[config.mk]
export PLATFORM = sky130hd
export DESIGN_NAME = range_chunker
export DESIGN_NICKNAME = d
export VERILOG_FILES = /design/src/rtl/rc_pkg.sv /design/src/rtl/rc_plan.sv /design/src/rtl/rc_chunk.sv /design/src/rtl/rc_pick.sv /design/src/rtl/range_chunker.sv
export SDC_FILE = /design/constraint.sdc
export NUM_CORES = 1
export LEC_CHECK = 0
export ABC_CLOCK_PERIOD_IN_PS = 15550
export CORE_UTILIZATION = 60
export DETAILED_ROUTE_END_ITERATION = 10
export PLACE_DENSITY = 0.85
export SLEW_MARGIN = 20
export SYNTH_ARGS = -nofsm -noshare
export SYNTH_HDL_FRONTEND = slang
export SYNTH_SLANG_ARGS = --single-unit
export TNS_END_PERCENT = 20
[constraint.sdc]
create_clock -name clk -period 15.55 [get_ports clk]
set_clock_uncertainty 0.15 [all_clocks]
set_input_delay 4.665 -clock clk [delete_from_list [all_inputs] [get_ports clk]]
set_output_delay 4.665 -clock clk [all_outputs]
set_load 0.05 [all_outputs]
[src/rtl/rc_pkg.sv]
// Shared encodings for the range chunking engine.
// Assumes a 3-bit maintenance code field.
package rc_pkg;
    localparam int CODE_W = 3;
    localparam logic [CODE_W-1:0] CODE_INV   = 3'd0;
    localparam logic [CODE_W-1:0] CODE_FLUSH = 3'd2;

    typedef enum logic [1:0] {
        KIND_RANGE = 2'd0,
        KIND_ALL   = 2'd1,
        KIND_SYNC  = 2'd2
    } rc_kind_e;

    typedef enum logic [2:0] {
        PH_HEAD, PH_TAIL, PH_ALL, PH_BODY, PH_SYNC
    } rc_phase_e;
endpackage

[src/rtl/rc_plan.sv]
// Request decoder: from a raw range and code, works out the edge flushes,
// the interior base, the rounded interior length and the whole-cache case.
// Assumes LINE_LG < ADDR_W. Purely combinational.
module rc_plan
    import rc_pkg::*;
#(
    parameter int ADDR_W  = 32,
    parameter int LINE_LG = 7
) (
    input  logic [ADDR_W-1:0] start_i,
    input  logic [ADDR_W-1:0] end_i,
    input  logic [CODE_W-1:0] code_i,
    output logic              head_en,
    output logic [ADDR_W-1:0] head_addr,
    output logic              tail_en,
    output logic [ADDR_W-1:0] tail_addr,
    output logic              all_en,
    output logic [ADDR_W-1:0] body_addr,
    output logic [ADDR_W-1:0] body_len
);
    localparam logic [ADDR_W-1:0] LINE    = ADDR_W'(1) << LINE_LG;
    localparam logic [ADDR_W-1:0] HI_MASK = ~(LINE - ADDR_W'(1));
    // 2^ADDR_W - LINE equals the high-part mask
    localparam logic [ADDR_W-1:0] WRAP_THR = HI_MASK;

    logic              is_inv;
    logic [ADDR_W-1:0] a_start, a_end, span_end, raw;
    logic [ADDR_W:0]   adv_start;
    logic              body_on;

    // Edge handling, interior span and wrap detection
    always_comb begin
        is_inv    = (code_i == CODE_INV);
        a_start   = start_i & HI_MASK;
        a_end     = end_i & HI_MASK;
        head_en   = is_inv && (start_i[LINE_LG-1:0] != '0);
        adv_start = {1'b0, a_start} + (head_en ? {1'b0, LINE} : '0);
        tail_en   = is_inv && (end_i[LINE_LG-1:0] != '0)
                    && (adv_start < {1'b0, end_i});
        span_end  = is_inv ? a_end : end_i;
        body_on   = !is_inv || (adv_start < {1'b0, a_end});
        raw       = span_end - adv_start[ADDR_W-1:0];
        all_en    = body_on && (raw >= WRAP_THR);
        head_addr = a_start;
        tail_addr = a_end;
        body_addr = adv_start[ADDR_W-1:0];
        body_len  = (body_on && !all_en) ? ((raw + LINE - ADDR_W'(1)) & HI_MASK) : '0;
    end
endmodule

[src/rtl/rc_chunk.sv]
// Chunk sizer: clamps the remaining interior length to the maximum chunk.
// Assumes LINE_LG < CHUNK_LG <= ADDR_W.
module rc_chunk #(
    parameter int ADDR_W   = 32,
    parameter int LINE_LG  = 7,
    parameter int CHUNK_LG = 22
) (
    input  logic [ADDR_W-1:0] remain_i,
    output logic [ADDR_W-1:0] chunk_o
);
    localparam logic [ADDR_W-1:0] CHUNK_MAX =
        ADDR_W'((64'd1 << CHUNK_LG) - (64'd1 << LINE_LG));

    // Pick the smaller of remaining length and maximum chunk
    always_comb chunk_o = (remain_i > CHUNK_MAX) ? CHUNK_MAX : remain_i;
endmodule

[src/rtl/rc_pick.sv]
// Phase selector: orders pending work as head flush, tail flush,
// whole-cache, interior chunks, then sync.
module rc_pick
    import rc_pkg::*;
(
    input  logic      head_pend,
    input  logic      tail_pend,
    input  logic      all_pend,
    input  logic      body_pend,
    output rc_phase_e phase_o
);
    // Fixed priority over pending flags
    always_comb begin
        if (head_pend)      phase_o = PH_HEAD;
        else if (tail_pend) phase_o = PH_TAIL;
        else if (all_pend)  phase_o = PH_ALL;
        else if (body_pend) phase_o = PH_BODY;
        else                phase_o = PH_SYNC;
    end
endmodule

[src/rtl/range_chunker.sv]
// Range chunking engine top: accepts one maintenance request at a time and
// emits line-aligned range, whole-cache and sync commands on a valid/ready
// port. Assumes the consumer's ready does not depend on out_valid.
module range_chunker
    import rc_pkg::*;
#(
    parameter int ADDR_W   = 32,
    parameter int LINE_LG  = 7,
    parameter int CHUNK_LG = 22,
    parameter int WAY_W    = 8
) (
    input  logic              clk,
    input  logic              rst_n,
    input  logic              req_valid,
    input  logic [ADDR_W-1:0] req_start,
    input  logic [ADDR_W-1:0] req_end,
    input  logic [2:0]        req_code,
    input  logic [WAY_W-1:0]  req_ways,
    output logic              busy,
    output logic              out_valid,
    input  logic              out_ready,
    output logic [1:0]        out_kind,
    output logic [ADDR_W-1:0] out_addr,
    output logic [ADDR_W-1:0] out_size,
    output logic [2:0]        out_code,
    output logic [WAY_W-1:0]  out_ways
);
    localparam logic [ADDR_W-1:0] LINE = ADDR_W'(1) << LINE_LG;
    localparam logic [ADDR_W-1:0] CHUNK_MAX =
        ADDR_W'((64'd1 << CHUNK_LG) - (64'd1 << LINE_LG));

    logic              p_head, p_tail, p_all;
    logic [ADDR_W-1:0] p_head_addr, p_tail_addr, p_body_addr, p_body_len;
    logic              head_q, tail_q, all_q;
    logic [ADDR_W-1:0] head_addr_q, tail_addr_q, cur_q, remain_q;
    logic [CODE_W-1:0] code_q;
    logic [WAY_W-1:0]  ways_q;
    logic [ADDR_W-1:0] chunk;
    rc_phase_e         phase;
    logic              accept, hs;

    rc_plan #(.ADDR_W(ADDR_W), .LINE_LG(LINE_LG)) i_plan (
        .start_i(req_start), .end_i(req_end), .code_i(req_code),
        .head_en(p_head), .head_addr(p_head_addr),
        .tail_en(p_tail), .tail_addr(p_tail_addr),
        .all_en(p_all), .body_addr(p_body_addr), .body_len(p_body_len)
    );

    rc_chunk #(.ADDR_W(ADDR_W), .LINE_LG(LINE_LG), .CHUNK_LG(CHUNK_LG)) i_chunk (
        .remain_i(remain_q), .chunk_o(chunk)
    );

    rc_pick i_pick (
        .head_pend(head_q), .tail_pend(tail_q), .all_pend(all_q),
        .body_pend(remain_q != '0), .phase_o(phase)
    );

    assign accept    = req_valid && !busy;
    assign out_valid = busy;
    assign hs        = out_valid && out_ready;

    // Request capture and per-command progress
    always_ff @(posedge clk) begin
        if (!rst_n) begin
            busy     <= 1'b0;
            head_q   <= 1'b0;
            tail_q   <= 1'b0;
            all_q    <= 1'b0;
            remain_q <= '0;
        end else if (accept) begin
            busy        <= 1'b1;
            head_q      <= p_head;
            tail_q      <= p_tail;
            all_q       <= p_all;
            head_addr_q <= p_head_addr;
            tail_addr_q <= p_tail_addr;
            cur_q       <= p_body_addr;
            remain_q    <= p_body_len;
            code_q      <= req_code;
            ways_q      <= req_ways;
        end else if (hs) begin
            case (phase)
                PH_HEAD: head_q <= 1'b0;
                PH_TAIL: tail_q <= 1'b0;
                PH_ALL:  all_q  <= 1'b0;
                PH_BODY: begin
                    cur_q    <= cur_q + chunk;
                    remain_q <= remain_q - chunk;
                end
                default: busy <= 1'b0;
            endcase
        end
    end

    // Command fields for the current phase
    always_comb begin
        out_ways = ways_q;
        out_code = code_q;
        out_addr = '0;
        out_size = '0;
        out_kind = KIND_SYNC;
        case (phase)
            PH_HEAD: begin
                out_kind = KIND_RANGE; out_addr = head_addr_q;
                out_size = LINE;       out_code = CODE_FLUSH;
            end
            PH_TAIL: begin
                out_kind = KIND_RANGE; out_addr = tail_addr_q;
                out_size = LINE;       out_code = CODE_FLUSH;
            end
            PH_ALL:  out_kind = KIND_ALL;
            PH_BODY: begin
                out_kind = KIND_RANGE; out_addr = cur_q; out_size = chunk;
            end
            default: out_kind = KIND_SYNC;
        endcase
    end


    busy_after_accept_chk: assert property (@(posedge clk) disable iff (!rst_n)
        accept |=> busy);


    idle_after_sync_chk: assert property (@(posedge clk) disable iff (!rst_n)
        (hs && out_kind == KIND_SYNC) |=> !busy);


    hold_while_stalled_chk: assert property (@(posedge clk) disable iff (!rst_n)
        (out_valid && !out_ready) |=> (out_valid && $stable(out_kind)
            && $stable(out_addr) && $stable(out_size) && $stable(out_code)
            && $stable(out_ways)));


    range_shape_chk: assert property (@(posedge clk) disable iff (!rst_n)
        (out_valid && out_kind == KIND_RANGE) |-> (out_size != '0
            && out_size <= CHUNK_MAX && out_size[LINE_LG-1:0] == '0
            && out_addr[LINE_LG-1:0] == '0));


    sync_fields_chk: assert property (@(posedge clk) disable iff (!rst_n)
        (out_valid && out_kind != KIND_RANGE) |-> (out_addr == '0 && out_size == '0));
endmodule

==> qor.yml <==
yosys:
  synth_seq_cells: 129
  netlist_instances: 1290
  ys_warn_count: 0
  synthArstFlopShare_pct: 0
  synth_top_area_share_pct: 25.93
  syn_area_sq_mm: 0.01077
  synth_area_leader_cell: "edfxtp_1"
  synth_edf_count: 93
  synth-seq-area-share_pct: 32.62
  synthTopCellsByArea: "edfxtp_1 (26%), ha_1 (8.9%), dfxtp_1 (6.7%)"
  avgSynthCellArea_sq_um: 8.350
  synth_flop_cell: "edfxtp_1"
  ys_types: 84
grt:
  grt_pass1_vias: 9765
  grt_usage_pct: 38.70
  grt_pass1_wl_microns: 53880
  grt-ovfl-total: 0
  antenna_found_initial: 3
  grt_start_max_net_pins: 58
worst_setup_path:
  r2r-start: "remain_q[8]"
  required_ns: 15.71
  path_max_fanout: 19
  end_kind: "flop"
  crit_start: "req_code[1]"
  worstSetupPathType: "input port to flop"
  arrival_ns: 10.97
  start_kind: "input port"
finish:
  drive_gt1_share_pct: 5.976
  final_nets: 1584
  regArea_sq_mm: 0.003515
  multiInputGateArea_sq_mm: 0.006818
  fin_area_sq_mm: 0.01305
  fill_cells: 1307
  area_delta_synth_final_pct: 21.16
placement:
  portBuffers: 147
  placed_area_sq_mm: 0.01243
  place_congestion: 1.013
  hpwl_microns: 26580
sta:
  fmax_ghz: 0.09254
  tightest_slew_ns: 1.114
  hold_violations: 0
  fin_crit_sh_pct: 69.49
  fin_tns_setup_ns: 0
  setup_viol: 0
  report.final.slew_viol_count: 0
  rsz0062_at_grt: "false"
  slew_headroom_pct: 24.73
  fin_crit_ns: 10.81
job:
  cap_violations: 0
clocking:
  cts_setup_buffers: 0
  cts_buffers: 17
  clk_path_buf_depth: 2
  clkSinkCount: 129
  cts_tree: "yes"
  root_buffer: "clkbuf_16"
  clkSlewWorstSetupHoldPaths_ns: 0.06
  clk_latency_ns: 0.43
  ctsHoldBuffers: 0
  cts_resized: 0
  cts.htree.levels: 4
pwr:
  ir_worst_vdd_mv: 0.1018
  p_leak_uw: 0.005257
  p_per_area_mw_per_mm2: 116.8
drt:
  first_iter_violations: 1348
  drtAntennaViolNets: 0
  drt_wl_total_microns: 35540
  wl_per_cell_microns: 21.35
  detail_route.first_pass.iterations: 6
  vias_per_cell: 6.455
  vias: 10747
  drc_errors: 0
die:
  fp-row-count: 48
  die_area_sq_mm: 0.01849
  die_y_microns: 136.0
  io-pin-count: 158
  dieWidth_microns: 136.0
  coreArea_sq_mm: 0.01742
  initial_core_util_pct: 61.85
outcome:
  status: "finished, final reports clean"
hold_path:
  hp-start: "remain_q[6]"
  hold_class: "flop to flop"
-- Yosys cell counts (all sizes together) (16+ instances only) --
master	number
nand2b	26
buf	16
nand3	32
edfxtp	93
nor2	114
nand2	129
clkbuf	44
ha	77
and2	44
inv	69
a21o	32
xor2	45
nor4	17
nand4	19
xnor2	47
a21oi	117
nor3	27
o21ai	91
dfxtp	36
and3	18
-- power by group --
group	switching (uW)	total (uW)	leakage [uW]	internal [uW]
sequential	20.8	425	0.00116	404
combinational	428	674	0.00380	247
clock	168	425	0.000296	257
-- through the flow --
| step | util [%] | hold WS (ns) | setup WS [ns] | total power, uW | instances |
|---|---|---|---|---|---|
| after floorplan | - | 0.3005 | 6.115 | 889.0 | 1309 |
| after global placement | 71.35 | 0.3196 | 4.696 | 1067 | 1632 |
| after detailed placement | 71.35 | 0.3239 | 4.543 | 1079 | 1632 |
| after CTS | 74.92 | 0.3321 | 4.946 | 1507 | 1664 |
| after global routing | 74.92 | 0.3526 | 4.389 | 1580 | 1664 |
| final | 74.94 | 0.3313 | 4.744 | 1524 | 1665 |
-- critical path, stage by stage --
cell and delay [ns]:
clkdlybuf4s50_1 0.44, or3_1 0.44, a21oi_1 0.25, ha_1 0.32, nand3_1 0.26, xor2_1 0.56, inv_1 0.10, ha_1 0.36
and3_1 0.18, o21ai_0 0.07, nand4b_1 0.23, a21oi_1 0.71, a21o_1 0.24, o221a_2 0.27, o2111a_1 0.23, nand4_1 0.16
or2_1 0.31, o31ai_4 0.76, nor3_1 0.11, o31a_1 0.30
-- layout by cell type, fill, tap and decap left out, drive strengths merged, types with 36 or more instances in the layout --
cell           instances
xor2                  45
inv                   77
clkdlybuf4s50        147
nor2                 114
xnor2                 47
dfxtp                 36
nand2                129
a21oi                117
ha                    77
edfxtp                93
and2                  44
o21ai                 91
-- flip-flops by register name (all words and copies together) (netlist names) --
| name | count |
|---|---|
| head_addr_q | 25 |
| out_ways | 8 |
| head_q | 1 |
| cur_q | 32 |
| code_q | 3 |
| tail_q | 1 |
| tail_addr_q | 25 |
| all_q | 1 |
| remain_q | 32 |
| busy | 1 |
-- logic make-up (layout without fill, tap and decap cells) --
| kind of cell | Yosys count | in the layout | share of synthesized area [%] |
|---|---|---|---|
| other | 1 | 21 | 0.03481 |
| and+or+nand+nor | 489 | 489 | 23.00 |
| muxes | 5 | 5 | 0.4646 |
| buffers and inverters | 129 | 259 | 4.948 |
| DFF | 129 | 129 | 32.62 |
| AOI/OAI and AO/OA | 366 | 366 | 22.14 |
| xor gates and xnor gates | 92 | 92 | 7.481 |
| adders and majority gates | 79 | 79 | 9.316 |
-- worst paths after layout --
| kind | endpoint | depth (start not counted) | slack (ns) |
|---|---|---|---|
| min reg2reg | remain_q[6] | 2 | 0.33 |
| max reg2reg | cur_q[24] | 20 | 8.48 |
| min | remain_q[6] | 2 | 0.33 |
| max | remain_q[27] | 20 | 4.74 |
-- area by class of cell --
cell class	count	area share, %
multi-input cells	1051	52.24
clock buffers	17	3.260
clock inverters	15	1.505
flip-flops and latches	129	26.93
inverters	69	1.984
diodes	1	0.01917
well taps	225	2.157
repair buffers	158	11.91
-- routing by layer --
layer	vias to the layer above	wire (microns)	GRT usage [%]
met4	2	1193	14.01
met5	-	13	0
met2	706	15440	58.50
met1	5012	14430	53.82
met3	97	4468	8.949
li1	4930	-	-
Power figures use the tool's default switching activity.
